$ cat config.mk
export PLATFORM = sky130hd
export DESIGN_NAME = dacspi_slave
export DESIGN_NICKNAME = d
export VERILOG_FILES = /design/src/rtl/dacspi_pkg.sv /design/src/rtl/dacspi_shift.sv /design/src/rtl/dacspi_regs.sv /design/src/rtl/dacspi_slave.sv
export SDC_FILE = /design/constraint.sdc
export NUM_CORES = 2
export LEC_CHECK = 0
export BUFFER_PORTS_ARGS = -buffer_cell sky130_fd_sc_hd__clkbuf_2
export CAP_MARGIN = 40
export CORE_AREA = 10 10 591 593
export DETAILED_ROUTE_END_ITERATION = 10
export DIE_AREA = 0 0 601 603
export PLACE_DENSITY_LB_ADDON = 0.08
export SKIP_CTS_REPAIR_TIMING = 1
export SLEW_MARGIN = 30
export SYNTH_ARGS = -nofsm -noshare
export SYNTH_HDL_FRONTEND = slang
export SYNTH_HIERARCHICAL = 1
export SYNTH_SLANG_ARGS = --single-unit
$ cat constraint.sdc
create_clock -name clk -period 3.39 [get_ports clk]
set_input_delay 0.339 -clock clk [delete_from_list [all_inputs] [get_ports clk]]
set_output_delay 0.339 -clock clk [all_outputs]
set_load 0.03 [all_outputs]
$ cat src/rtl/dacspi_pkg.sv
package dacspi_pkg;
    localparam int FRAME_W = 24;
    localparam int REG_W   = 16;
    localparam int GOFS_W  = 14;
    localparam int ADDR_W  = 6;
    localparam int CH_BASE = 8;

    typedef enum logic [1:0] {
        OP_SPECIAL = 2'd0,
        OP_GAIN    = 2'd1,
        OP_OFFSET  = 2'd2,
        OP_CODE    = 2'd3
    } op_e;

    localparam logic [ADDR_W-1:0] SF_CTRL  = 6'd1;
    localparam logic [ADDR_W-1:0] SF_GOFS0 = 6'd2;
    localparam logic [ADDR_W-1:0] SF_RDSEL = 6'd5;

    localparam logic [2:0] RD_CODE   = 3'd0;
    localparam logic [2:0] RD_OFFSET = 3'd2;
    localparam logic [2:0] RD_GAIN   = 3'd3;
    localparam logic [2:0] RD_SPECIAL = 3'd4;

    localparam logic [REG_W-1:0]  RST_OFS  = 16'h8000;
    localparam logic [GOFS_W-1:0] RST_GOFS = 14'h2000;
endpackage

$ cat src/rtl/dacspi_shift.sv
module dacspi_shift
    import dacspi_pkg::*;
#(
    parameter int SYNC = 2
) (
    input  logic               clk,
    input  logic               rst_n,
    input  logic               sclk,
    input  logic               cs_n,
    input  logic               mosi,
    input  logic [REG_W-1:0]   rb_data,
    output logic               frame_vld,
    output logic [FRAME_W-1:0] frame,
    output logic               miso
);
    localparam int CNT_W = $clog2(FRAME_W + 2);
    localparam logic [CNT_W-1:0] CNT_SAT = CNT_W'(FRAME_W + 1);

    typedef struct packed {
        logic [SYNC:0]        sclk_h;
        logic [SYNC:0]        cs_h;
        logic [SYNC-1:0]      mosi_h;
        logic [FRAME_W-1:0]   rx;
        logic [FRAME_W-1:0]   tx;
        logic [CNT_W-1:0]     cnt;
        logic                 vld;
    } fe_t;

    fe_t st_d, st_q;
    logic sclk_rise, sclk_fall, cs_rise, cs_fall, cs_act, mosi_s;

    always_comb begin
        st_d = st_q;
        st_d.sclk_h = (SYNC+1)'({st_q.sclk_h, sclk});
        st_d.cs_h   = (SYNC+1)'({st_q.cs_h, cs_n});
        st_d.mosi_h = SYNC'({st_q.mosi_h, mosi});
        st_d.vld    = 1'b0;

        sclk_rise = st_q.sclk_h[SYNC-1] & ~st_q.sclk_h[SYNC];
        sclk_fall = ~st_q.sclk_h[SYNC-1] & st_q.sclk_h[SYNC];
        cs_rise   = st_q.cs_h[SYNC-1] & ~st_q.cs_h[SYNC];
        cs_fall   = ~st_q.cs_h[SYNC-1] & st_q.cs_h[SYNC];
        cs_act    = ~st_q.cs_h[SYNC-1];
        mosi_s    = st_q.mosi_h[SYNC-1];

        if (cs_fall) begin
            st_d.cnt = '0;
            st_d.tx  = {{(FRAME_W-REG_W){1'b0}}, rb_data};
        end else if (cs_act) begin
            if (sclk_rise) begin
                st_d.rx = {st_q.rx[FRAME_W-2:0], mosi_s};
                if (st_q.cnt != CNT_SAT) st_d.cnt = st_q.cnt + 1'b1;
            end
            if (sclk_fall) st_d.tx = {st_q.tx[FRAME_W-2:0], 1'b0};
        end
        if (cs_rise) st_d.vld = (st_q.cnt == CNT_W'(FRAME_W));
    end

    always_ff @(posedge clk or negedge rst_n) begin
        if (!rst_n) begin
            st_q        <= '0;
            st_q.cs_h   <= '1;
        end else begin
            st_q <= st_d;
        end
    end

    assign frame_vld = st_q.vld;
    assign frame     = st_q.rx;
    assign miso      = st_q.tx[FRAME_W-1];
endmodule

$ cat src/rtl/dacspi_regs.sv
module dacspi_regs
    import dacspi_pkg::*;
#(
    parameter int NUM_CH     = 24,
    parameter int CH_PER_GRP = 8,
    parameter int NUM_REFS   = 2,
    parameter int CODE_BITS  = 16
) (
    input  logic                        clk,
    input  logic                        rst_n,
    input  logic                        frame_vld,
    input  logic [FRAME_W-1:0]          frame,
    output logic [NUM_CH*REG_W-1:0]     ch_data,
    output logic [NUM_CH*REG_W-1:0]     ch_ofs,
    output logic [NUM_CH*REG_W-1:0]     ch_gain,
    output logic [NUM_REFS*GOFS_W-1:0]  grp_ofs,
    output logic [NUM_CH*GOFS_W-1:0]    ch_grp_ofs,
    output logic                        pwr_down,
    output logic [REG_W-1:0]            rb_data
);
    localparam logic [REG_W-1:0] CODE_MASK = REG_W'({REG_W{1'b1}} << (REG_W - CODE_BITS));

    typedef struct packed {
        logic [NUM_CH-1:0][REG_W-1:0]    data;
        logic [NUM_CH-1:0][REG_W-1:0]    ofs;
        logic [NUM_CH-1:0][REG_W-1:0]    gain;
        logic [NUM_REFS-1:0][GOFS_W-1:0] gofs;
        logic [REG_W-1:0]                ctrl;
        logic [REG_W-1:0]                rb;
    } regs_t;

    regs_t rg_d, rg_q;
    op_e               op;
    logic [ADDR_W-1:0] addr, rd_addr;
    logic [REG_W-1:0]  pay, rd_val;
    logic [2:0]        rd_type;

    always_comb begin
        rg_d    = rg_q;
        op      = op_e'(frame[23:22]);
        addr    = frame[21:16];
        pay     = frame[15:0];
        rd_type = frame[15:13];
        rd_addr = frame[12:7];

        rd_val = '0;
        for (int i = 0; i < NUM_CH; i++) begin
            if (rd_addr == ADDR_W'(CH_BASE + i)) begin
                case (rd_type)
                    RD_CODE:   rd_val = rg_q.data[i];
                    RD_OFFSET: rd_val = rg_q.ofs[i];
                    RD_GAIN:   rd_val = rg_q.gain[i];
                    default:   ;
                endcase
            end
        end
        if (rd_type == RD_SPECIAL) begin
            if (rd_addr == SF_CTRL) rd_val = rg_q.ctrl;
            for (int g = 0; g < NUM_REFS; g++)
                if (rd_addr == SF_GOFS0 + ADDR_W'(g))
                    rd_val = {{(REG_W-GOFS_W){1'b0}}, rg_q.gofs[g]};
        end

        if (frame_vld) begin
            for (int i = 0; i < NUM_CH; i++) begin
                if (addr == ADDR_W'(CH_BASE + i)) begin
                    case (op)
                        OP_CODE:   rg_d.data[i] = pay & CODE_MASK;
                        OP_OFFSET: rg_d.ofs[i]  = pay & CODE_MASK;
                        OP_GAIN:   rg_d.gain[i] = pay & CODE_MASK;
                        default:   ;
                    endcase
                end
            end
            if (op == OP_SPECIAL) begin
                if (addr == SF_CTRL) rg_d.ctrl = pay;
                for (int g = 0; g < NUM_REFS; g++)
                    if (addr == SF_GOFS0 + ADDR_W'(g)) rg_d.gofs[g] = pay[GOFS_W-1:0];
            end
            rg_d.rb = (op == OP_SPECIAL && addr == SF_RDSEL) ? rd_val : '0;
        end
    end

    always_ff @(posedge clk or negedge rst_n) begin
        if (!rst_n) begin
            for (int i = 0; i < NUM_CH; i++) begin
                rg_q.data[i] <= '0;
                rg_q.ofs[i]  <= RST_OFS & CODE_MASK;
                rg_q.gain[i] <= CODE_MASK;
            end
            for (int g = 0; g < NUM_REFS; g++) rg_q.gofs[g] <= RST_GOFS;
            rg_q.ctrl <= '0;
            rg_q.rb   <= '0;
        end else begin
            rg_q <= rg_d;
        end
    end

    for (genvar n = 0; n < NUM_CH; n++) begin : g_grp
        localparam int GRP = (n / CH_PER_GRP < NUM_REFS) ? n / CH_PER_GRP : NUM_REFS - 1;
        assign ch_grp_ofs[n*GOFS_W +: GOFS_W] = rg_q.gofs[GRP];
    end

    assign ch_data  = rg_q.data;
    assign ch_ofs   = rg_q.ofs;
    assign ch_gain  = rg_q.gain;
    assign grp_ofs  = rg_q.gofs;
    assign pwr_down = rg_q.ctrl[0];
    assign rb_data  = rg_q.rb;
endmodule

$ cat src/rtl/dacspi_slave.sv
module dacspi_slave
    import dacspi_pkg::*;
#(
    parameter int NUM_CH     = 24,
    parameter int CH_PER_GRP = 8,
    parameter int NUM_REFS   = 2,
    parameter int CODE_BITS  = 16,
    parameter int SYNC       = 2
) (
    input  logic                          clk,
    input  logic                          rst_n,
    input  logic                          spi_sclk,
    input  logic                          spi_cs_n,
    input  logic                          spi_mosi,
    output logic                          spi_miso,
    output logic [NUM_CH*16-1:0]          ch_data,
    output logic [NUM_CH*16-1:0]          ch_ofs,
    output logic [NUM_CH*16-1:0]          ch_gain,
    output logic [NUM_REFS*14-1:0]        grp_ofs,
    output logic [NUM_CH*14-1:0]          ch_grp_ofs,
    output logic                          pwr_down
);
    logic               frame_vld;
    logic [FRAME_W-1:0] frame;
    logic [REG_W-1:0]   rb_data;

    dacspi_shift #(.SYNC(SYNC)) u_shift (
        .clk(clk), .rst_n(rst_n), .sclk(spi_sclk), .cs_n(spi_cs_n), .mosi(spi_mosi),
        .rb_data(rb_data), .frame_vld(frame_vld), .frame(frame), .miso(spi_miso)
    );

    dacspi_regs #(
        .NUM_CH(NUM_CH), .CH_PER_GRP(CH_PER_GRP), .NUM_REFS(NUM_REFS), .CODE_BITS(CODE_BITS)
    ) u_regs (
        .clk(clk), .rst_n(rst_n), .frame_vld(frame_vld), .frame(frame),
        .ch_data(ch_data), .ch_ofs(ch_ofs), .ch_gain(ch_gain), .grp_ofs(grp_ofs),
        .ch_grp_ofs(ch_grp_ofs), .pwr_down(pwr_down), .rb_data(rb_data)
    );
endmodule

==> results.md <==
- Status: finished, final reports clean
- Max FO, Critical Path: 16
- Layout cells sized above 1: 0.5881
- Final Wtd Congestion: 0.8845
- Slew HR: 0.3467
- Die X: 601 µm
- Pin count of the biggest net entering global routing: 109
- Slew @ Worst Pin: 0.9734 ns
- PwrDens: 433.2 mW/mm²
- Initial Util: 0.2166
- Dpl cell area: 0.07827 mm²
- WL final: 463600 µm
- Final period utilization: 0.9980
- Per-cell routed wire length: 40.26 µm
- Clk sinks: 1274
- Core area: 0.3379 mm²
- Final core occ: 0.2497
- Pleak: 39.03 nW
- Final instance area: 0.08438 mm²
- Post-synth EDFFs: 0
- Power Total: 36.55 mW
- Setup crit end kind: flop
- Vias in the first global route: 54019
- Worst min-delay path class: primary input to async pin
- Via count: 52443
- Layout Nets: 6826
- DP HPWL: 367000 µm
- Min cycle time layout: 3.383 ns
- Fin. max-slew vios: 0
- DIE AREA: 0.3624 mm²
- GR Util met3: 0.06160
- Initial antenna violation count: 33
- Layout Area Growth over Synthesis: 15.27%
- Root Buffer: clkbuf_16
- Clock latency on the worst-skew pair: 0.90 ns
- Non-filler cells, final: 11515
- Syn Area/Cell: 11.05 µm²
- Required @ worst endpoint: 4.14 ns
- Dpl cells: 11167
- Row count: 214
- Total gr overflow: 0
- First-pass GRT wire length: 595700 µm
- Most frequent cells in the layout: clkbuf_2, mux2_2, dfrtp_1
- Max Cap Viol: 0
- Port-buffer cells: 1522
- Final Skew: 0.04017 ns
- Setup violations, final: 0
- CTS tree: yes
- Most Used Layer, Global Route: met2
- Global Route Usage Sum: 0.2437
- Num CTS Buffers: 177
- Ys async rst share: 1.000
- Initial drt markers: 3556
- Synth Instances: 6626
- H-tree depth: 4
- Peak VDD IR: 0.3263 mV
- Final hold violation count: 0
- DR pass1 iterations: 6
- Synth Net Count: 6634
- I/O pin count: 1523
- DR DRC count: 0
- Setup CP Type: flop to flop
- Cell variety after synth: 92
- GR Util met1: 0.2864
- Via density: 4.554
- CP arrival: 4.14 ns
- Clk slew on worst S/H paths: 0.06 ns
- Antenna Nets Post-Route: 0
- Die Y: 603 µm
- Unrepaired setup endpoints after global routing: false
- CTS max path bufs: 4
- Met2 usage: 0.4381
- Yosys Warn Count: 6
- Top FF cell, synth: dfrtp_1
- Register area share after synthesis: 0.4426
- Commonest non-fill, non-tap cell in the layout: clkbuf_2
- Startpoint Class: flop
- Post-synthesis register bit count: 1274
- Fillers: 36151
- Post-Syn Area: 0.07320 mm²
- Max frequency: 295.6 MHz
## metal layers
layer / up-vias / wire length, µm
li1: 22081 / -
met1: 27979 / 183200
met2: 1954 / 234500
met3: 429 / 30010
met4: 0 / 15900
met5: - / 0
## metrics by stage
| stage | setup TNS [ns] | setup slack [ns] | hold slack, ns |
|---|---|---|---|
| finish | 0 | 0.006785 | 0.07694 |
| global route | 0 | 0.01122 | 0.08991 |
| CTS | -0.2935 | -0.2255 | -0.5709 |
| detailed placement | -0.2750 | -0.2124 | 0.3387 |
| global placement | -0.5238 | -0.2551 | 0.3453 |
| floorplan | 0 | 1.010 | 0.04341 |
## worst max-delay path, cell delays in order, from the launching register on
cell and delay [ns]:
dfrtp_4 0.50, buf_12 0.20, buf_4 0.25, mux2_2 0.36, a221oi_1 0.56, nor3b_1 0.27
a211o_1 0.40, a311oi_1 0.43, buf_4 0.19, o21ai_1 0.06
## registers in the layout (all words and copies together), names as in the netlist
signal and cells:
u_regs/ch_data 384, u_regs/ch_gain 384, u_regs/ch_ofs 384, u_shift/st_q 30, u_regs/ch_grp_ofs 28, u_shift/frame 24
u_regs/rb_data 16, u_regs/rg_q 15, u_shift/st_d 5, u_regs/pwr_down 1, u_shift/frame_vld 1, u_shift/miso 1
u_shift/mosi_s 1
## path summary, 6_finish.rpt
kind                                   startpoint             endpoint  depth (start not counted)  slack (ns)
worst max-delay path            u_shift/frame[14]   u_regs/rb_data[13]                          9       0.007
worst min-delay path                        rst_n   u_regs/ch_ofs[109]                          2        0.08
worst max register to register  u_shift/frame[14]   u_regs/rb_data[13]                          9       0.007
worst min register to register   u_shift/st_d[55]       u_shift/mosi_s                          0        0.35
max in group asynchronous                   rst_n  u_regs/ch_gain[189]                          4        2.13
min in group clk                         spi_cs_n     u_shift/st_d[57]                          2        0.18
## power by group
group	switching [mW]	internal, mW
logic	1.04	0.225
clock network	8.14	11.5
registers	0.315	15.3
## final cells by class
| class | instances | area, µm² | area share |
|---|---|---|---|
| Antenna cell | 11 | 27.53 | 0.0003262 |
| Clock buffer | 286 | 5361 | 0.06354 |
| Clock inverter | 43 | 601.8 | 0.007133 |
| Inverter | 10 | 48.80 | 0.0005783 |
| Multi-Input combinational cell | 3313 | 27510 | 0.3260 |
| Sequential cell | 1274 | 32460 | 0.3847 |
| Tap cell | 4536 | 5675 | 0.06726 |
| Timing Repair Buffer | 2042 | 12700 | 0.1505 |
## kinds of logic after synthesis
family | share of synthesized area
AOI/OAI and AO/OA | 0.09061
adders and majority gates | 0.0005128
buffers and inverters | 0.1902
DFF | 0.4426
muxes | 0.2266
and+or+nand+nor | 0.04943
## cells in the mapped netlist, types with 8 or more instances
cell / n / area share
a221o_1: 21 / 0.0029
o211ai_1: 20 / 0.0021
a211o_1: 11 / 0.0013
mux2i_1: 297 / 0.041
a22oi_1: 68 / 0.0070
nor3b_1: 8 / 0.00082
nand2b_1: 19 / 0.0016
a21oi_1: 232 / 0.016
buf_4: 1607 / 0.16
inv_1: 10 / 0.00051
mux2_2: 1208 / 0.19
dfstp_2: 413 / 0.15
o2bb2ai_1: 70 / 0.0084
a221oi_1: 51 / 0.0061
nand3_1: 33 / 0.0023
o22ai_1: 30 / 0.0026
clkbuf_1: 266 / 0.014
nor2_1: 206 / 0.011
o21ai_0: 334 / 0.023
a31oi_1: 17 / 0.0015
o21ai_1: 13 / 0.00089
a22o_1: 15 / 0.0018
nor3_1: 25 / 0.0017
buf_6: 12 / 0.0018
o2111ai_1: 21 / 0.0025
a21o_1: 13 / 0.0013
buf_2: 120 / 0.0082
dfrtp_1: 861 / 0.29
o31ai_1: 26 / 0.0027
o221ai_1: 12 / 0.0014
nand4_1: 9 / 0.00077
buf_1: 24 / 0.0012
a211oi_1: 17 / 0.0017
and3_1: 11 / 0.00094
nand2_1: 368 / 0.019
nor2b_1: 13 / 0.0011
No activity file was read; power rests on OpenSTA's default activity.
